`config.mk`:
```
export PLATFORM = sky130hd
export DESIGN_NAME = lbc_loop_code
export DESIGN_NICKNAME = d
export VERILOG_FILES = /design/src/rtl/lbc_pkg.sv /design/src/rtl/lbc_tx_gen.sv /design/src/rtl/lbc_rx_match.sv /design/src/rtl/lbc_run_qual.sv /design/src/rtl/lbc_loop_code.sv
export SDC_FILE = /design/constraint.sdc
export NUM_CORES = 1
export LEC_CHECK = 0
export ABC_AREA = 0
export BUFFER_PORTS_ARGS = -buffer_cell sky130_fd_sc_hd__buf_2
export CORE_MARGIN = 2
export CORE_UTILIZATION = 45
export CTS_CLUSTER_SIZE = 8
export DETAILED_ROUTE_END_ITERATION = 12
export HOLD_SLACK_MARGIN = 0.02
export SYNTH_ARGS = -nofsm -noshare
export SYNTH_HDL_FRONTEND = slang
export SYNTH_SLANG_ARGS = --single-unit
```
`constraint.sdc`:
```
create_clock -name clk -period 3.6 [get_ports clk]
set_clock_uncertainty 0.2 [all_clocks]
set_input_delay 0.72 -clock clk [delete_from_list [all_inputs] [get_ports clk]]
set_output_delay 0.72 -clock clk [all_outputs]
set_load 0.01 [all_outputs]
```
`src/rtl/lbc_pkg.sv`:
```
package lbc_pkg;

  typedef enum logic [1:0] {
    LB_NORMAL  = 2'b00,
    LB_PAYLOAD = 2'b01,
    LB_ARM     = 2'b10,
    LB_DISARM  = 2'b11
  } lb_mode_e;

  localparam int ARM_LEN    = 5;
  localparam int DISARM_LEN = 3;
  localparam int PH_W       = $clog2(ARM_LEN);

  // Last index of the pattern picked by the mode's low bit.
  function automatic logic [PH_W-1:0] last_phase(input logic disarm);
    return disarm ? PH_W'(DISARM_LEN - 1) : PH_W'(ARM_LEN - 1);
  endfunction

  // Both patterns are zeros ending in a single one.
  function automatic logic code_bit(input logic [PH_W-1:0] ph, input logic [PH_W-1:0] last);
    return ph == last;
  endfunction

  function automatic logic [PH_W-1:0] step_phase(input logic [PH_W-1:0] ph, input logic [PH_W-1:0] last);
    return (ph == last) ? '0 : ph + 1'b1;
  endfunction

endpackage

```
`src/rtl/lbc_tx_gen.sv`:
```
module lbc_tx_gen
  import lbc_pkg::*;
(
  input  logic       clk,
  input  logic       rst_n,
  input  logic [1:0] mode,
  input  logic       strobe,
  input  logic       bit_in,
  output logic       bit_out,
  output logic       payload_req,
  output logic       restart
);

  logic [1:0]      mode_q;
  logic [PH_W-1:0] ph_q;
  logic [PH_W-1:0] ph_eff;
  logic [PH_W-1:0] ph_last;

  assign restart     = (mode != mode_q);
  assign ph_last     = last_phase(mode[0]);
  assign ph_eff      = restart ? '0 : ph_q;
  assign bit_out     = mode[1] ? code_bit(ph_eff, ph_last) : bit_in;
  assign payload_req = (mode == 2'(LB_PAYLOAD));

  always_ff @(posedge clk) begin
    if (!rst_n) begin
      mode_q <= 2'(LB_NORMAL);
      ph_q   <= '0;
    end else begin
      mode_q <= mode;
      if (strobe) ph_q <= step_phase(ph_eff, ph_last);
      else        ph_q <= ph_eff;
    end
  end

endmodule

```
`src/rtl/lbc_rx_match.sv`:
```
module lbc_rx_match #(
  parameter int LEN = 5
) (
  input  logic clk,
  input  logic rst_n,
  input  logic strobe,
  input  logic bit_in,
  output logic hit
);

  localparam int HW = LEN - 1;

  logic [HW-1:0] hist_q;
  logic [LEN-1:0] window;

  assign window = {hist_q, bit_in};
  assign hit    = ($countones(window) == 1);

  always_ff @(posedge clk) begin
    if (!rst_n)      hist_q <= '1;
    else if (strobe) hist_q <= window[HW-1:0];
  end

endmodule

```
`src/rtl/lbc_run_qual.sv`:
```
module lbc_run_qual #(
  parameter int MIN_RUN_BITS = 5000,
  parameter int DROP_MISSES  = 16
) (
  input  logic clk,
  input  logic rst_n,
  input  logic strobe,
  input  logic hit,
  output logic declared
);

  localparam int RUN_W  = $clog2(MIN_RUN_BITS + 1);
  localparam int MISS_W = $clog2(DROP_MISSES + 1);
  localparam logic [RUN_W-1:0]  RUN_TOP  = RUN_W'(MIN_RUN_BITS);
  localparam logic [MISS_W-1:0] MISS_TOP = MISS_W'(DROP_MISSES - 1);

  logic [RUN_W-1:0]  run_q;
  logic [MISS_W-1:0] miss_q;

  always_ff @(posedge clk) begin
    if (!rst_n) begin
      run_q    <= '0;
      miss_q   <= '0;
      declared <= 1'b0;
    end else if (strobe) begin
      if (hit) begin
        miss_q <= '0;
        if (run_q != RUN_TOP) run_q <= run_q + 1'b1;
        if (run_q == RUN_TOP - 1'b1) declared <= 1'b1;
      end else begin
        run_q <= '0;
        if (declared) begin
          if (miss_q == MISS_TOP) begin
            declared <= 1'b0;
            miss_q   <= '0;
          end else begin
            miss_q <= miss_q + 1'b1;
          end
        end
      end
    end
  end

endmodule

```
`src/rtl/lbc_loop_code.sv`:
```
module lbc_loop_code
  import lbc_pkg::*;
#(
  parameter int MIN_RUN_BITS = 5000,
  parameter int DROP_MISSES  = 16
) (
  input  logic       clk,
  input  logic       rst_n,
  input  logic [1:0] lb_ctrl,
  input  logic       tx_strobe,
  input  logic       tx_bit_in,
  output logic       tx_bit_out,
  output logic       payload_lb,
  input  logic       rx_strobe,
  input  logic       rx_bit,
  output logic       act_detect,
  output logic       deact_detect
);

  localparam int N_CODES = 2;

  logic               tx_restart;
  logic [N_CODES-1:0] code_hit;
  logic [N_CODES-1:0] code_decl;

  lbc_tx_gen u_tx (
    .clk        (clk),
    .rst_n      (rst_n),
    .mode       (lb_ctrl),
    .strobe     (tx_strobe),
    .bit_in     (tx_bit_in),
    .bit_out    (tx_bit_out),
    .payload_req(payload_lb),
    .restart    (tx_restart)
  );

  for (genvar g = 0; g < N_CODES; g++) begin : g_code
    localparam int LEN = (g == 0) ? ARM_LEN : DISARM_LEN;

    lbc_rx_match #(.LEN(LEN)) u_match (
      .clk   (clk),
      .rst_n (rst_n),
      .strobe(rx_strobe),
      .bit_in(rx_bit),
      .hit   (code_hit[g])
    );

    lbc_run_qual #(.MIN_RUN_BITS(MIN_RUN_BITS), .DROP_MISSES(DROP_MISSES)) u_qual (
      .clk     (clk),
      .rst_n   (rst_n),
      .strobe  (rx_strobe),
      .hit     (code_hit[g]),
      .declared(code_decl[g])
    );
  end

  assign act_detect   = code_decl[0];
  assign deact_detect = code_decl[1] & ~code_decl[0];

endmodule

```
==> out/metrics.cfg <==
[floorplanning]
core_um2 = 5470
die_h_um = 79.3
dieArea_um2 = 6280
die_x_um = 79.3
initial_utilization = 0.466
boundaryPins = 12
row_count = 27

[global_route]
grtUsageMet1 = 0.228
track_usage = 0.175
grt-ovfl-total = 0
busiest_layer = met2
grt_pass1_vias = 1963
grtUsageMet2 = 0.285
antenna_found_initial = 0
grtUsageMet3 = 0.0432
grt_max_degree = 34
grt_pass1_wl_um = 8810

[cts]
cts_max_level = 2
cts_made_buffers = 5
cts_setup_buffers = 0
path_clk_slew_ns = 0.08
cts_max_path_buffers = 2
cts_hold_buffers = 0
cts_tree = built
cts_root_buffer = clkbuf_8
cts_resized = 0
clock_latency_ns = 0.29
cts.sinks = 47

[route]
finalWirelength_um = 4860
route.vias.total = 2049
wire_per_inst_um = 12.7
drc = 0
via_per_inst = 5.34
drtIter0Drc = 130
drt_pass1_iterations = 4
ant_nets = 0

[logic_synthesis]
synthFlopType = dfxtp_1
synth_area_leaders = dfxtp_1, ha_1, nand2_1, nor2_1, xnor2_1
netlist_area_um2 = 2550
ys_ff_latch = 47
synth_cells = 305
synth.avg_cell_area_um2 = 8.36
yosys.area.top_type_share = 0.369
synth_sequential_area_ratio = 0.369
synth_top_area_cell = dfxtp_1
synthDistinctLibCells = 47
synth_edf_count = 0
yosysWarnings = 0
synth_fp_nets = 327
async_flop_share = 0

[hold_path]
hp-class = reg -> reg
min_from = g_code[0].u_qual.miss_q[4]
hold_depth = 2
min_to = g_code[0].u_qual.miss_q[4]

[critical_path]
path_cells = buf_2, ha_1, inv_1, fa_1, fa_1, nand3b_1, or4_1, or3_1, a21oi_2
r2r-end = g_code[0].u_qual.declared
reg2reg_depth = 8
reg2reg_from = g_code[0].u_match.hist_q[0]
critPathCaptureType = flip-flop
cp.required_ns = 3.63
path_common_cell = fa_1
ff2ff_setup_slack_ns = 0.52
arrival_ns = 3.31
crit_family = adder cells
path_class = in -> reg
slowest_stage = or4_1
max_stage_delay_ns = 0.53
start_kind = input port
crit_buf_inv = 2
worstPathMaxFanout = 5

[timing]
drv_slew = 0
setup_violations = 0
max_slew_margin = 0.617
min_period_over_period = 0.912
fin_tns_setup_ns = 0
worst_pin_slew_ns = 0.574
max_freq_ghz = 0.305
hold_violations = 0
rsz0062_at_grt = no
fin_crit_ns = 3.28

[pwr]
pwr-share-comb = 0.106
p_sw_w = 0.000229
p_clk_frac = 0.315
switching_share = 0.249
internal_power_w = 0.000693
vdd_ir_drop_max_v = 0.000154
p_leak_nw = 1.05
power_density_nw_per_um2 = 337
power_frac_seq = 0.579

[place]
io_buffers = 11
gp_congestion = 0.771
place_hpwl_um = 3330
dp_cells = 378

[final_layout]
layout_commonest_cell = dfxtp_1
layout-drive-gt1-share = 0.0833
final_cell_mix = dfxtp_1, nand2_1, nor2_1
antenna_cells = 0
instances_no_fill = 384
nets = 335
synthToLayoutAreaGrowth_pct = 7.31
fillers = 553

[run_status]
status = completed

[flow_run]
max_cap_violations = 0

## cells in the mapped netlist, types with 2 or more instances
library cell and instances:
dfxtp_1 47, nor4b_1 2, buf_1 3, nand2_1 34, a311o_1 3, o21a_1 2, o31ai_1 4, xor2_1 12
or3_1 4, mux2i_1 5, or3b_2 2, xnor2_1 12, nand3b_1 2, nand4_1 15, nand3_1 14, nor2b_1 5
nor3b_1 3, ha_1 11, and4b_1 2, and3_1 5, nor3_1 10, inv_1 16, nor2_1 33, fa_1 3
o211ai_1 5, a21oi_1 11, and2_1 5, and3b_1 3, clkbuf_1 8, o21ai_0 7
## worst reg2reg max path: cells and delay by family (launching register included)
kind | cells | cell delay (ns)
adders and majority gates | 3 | 1.24
and+or+nand+nor | 3 | 1.05
DFF | 1 | 0.33
AOI/OAI and AO/OA | 1 | 0.13
buffers and inverters | 1 | 0.06
## routing by layer
layer,wire length (um),share of wire,up-vias
met5,0,0,-
met4,46,0.0095,0
met3,170,0.035,4
met2,2250,0.46,29
met1,2390,0.49,940
li1,-,-,1076
## power by group through the flow
stage	Combinational [W]	Clock [W]	Sequential [W]
2_1_floorplan	0.0000699	0	0.000545
3_3_place_gp	0.0000968	0	0.000547
3_5_place_dp	0.0000982	0	0.000546
4_1_cts	0.0000986	0.000306	0.000534
5_1_grt	0.000115	0.000327	0.000535
6_report	0.0000976	0.000291	0.000534
## cell families after synthesis
family	synth area share
AND/OR/NAND/NOR	0.299
adder cells (fa/ha/maj)	0.0776
buffers and inverters	0.0417
XOR/XNOR	0.0825
AO/OA/AOI/OAI	0.110
flip-flops	0.369
multiplexers	0.0196
## metrics by stage
stage          cell area (um2)  total power, W   util  hold slack [ns]  worst slack, ns
2_1_floorplan             2550        0.000615      -            0.208            0.114
3_3_place_gp              2660        0.000643  0.487            0.219           0.0752
3_5_place_dp              2660        0.000645  0.487            0.224           0.0327
4_1_cts                   2740        0.000938  0.500            0.236            0.339
5_1_grt                   2740        0.000977  0.500            0.269            0.256
6_report                  2740        0.000923  0.500            0.230            0.318
## state kept, by name, indices dropped and copies added (netlist names)
register,flops
g_code.u_qual.miss_q,10
g_code.u_qual.run_q,26
g_code.u_qual.declared,2
g_code.u_match.hist_q,4
u_tx.mode_q,2
u_tx.ph_q,3
## worst max path at each step
stage / start / end / slack (ns) / cells after the start
after detailed placement: rx_bit / g_code[0].u_qual.declared / 0.03 / 9
after global routing: rx_bit / g_code[0].u_qual.declared / 0.26 / 9
final: rx_bit / g_code[0].u_qual.declared / 0.32 / 9
after CTS: rx_bit / g_code[0].u_qual.declared / 0.34 / 9
after global placement: rx_bit / g_code[0].u_qual.declared / 0.08 / 9
after floorplan: rx_bit / g_code[0].u_qual.declared / 0.11 / 9
## final cells by class
| cell class | count | area (um2) | share of cell area |
|---|---|---|---|
| clock buffer | 6 | 72.6 | 0.0265 |
| tap | 72 | 90.1 | 0.0329 |
| multi-input combinational | 230 | 1500 | 0.549 |
| timing repair buffer | 13 | 70.1 | 0.0256 |
| inverter | 16 | 60.1 | 0.0220 |
| sequential | 47 | 941 | 0.344 |
Power figures use the tool's default switching activity.
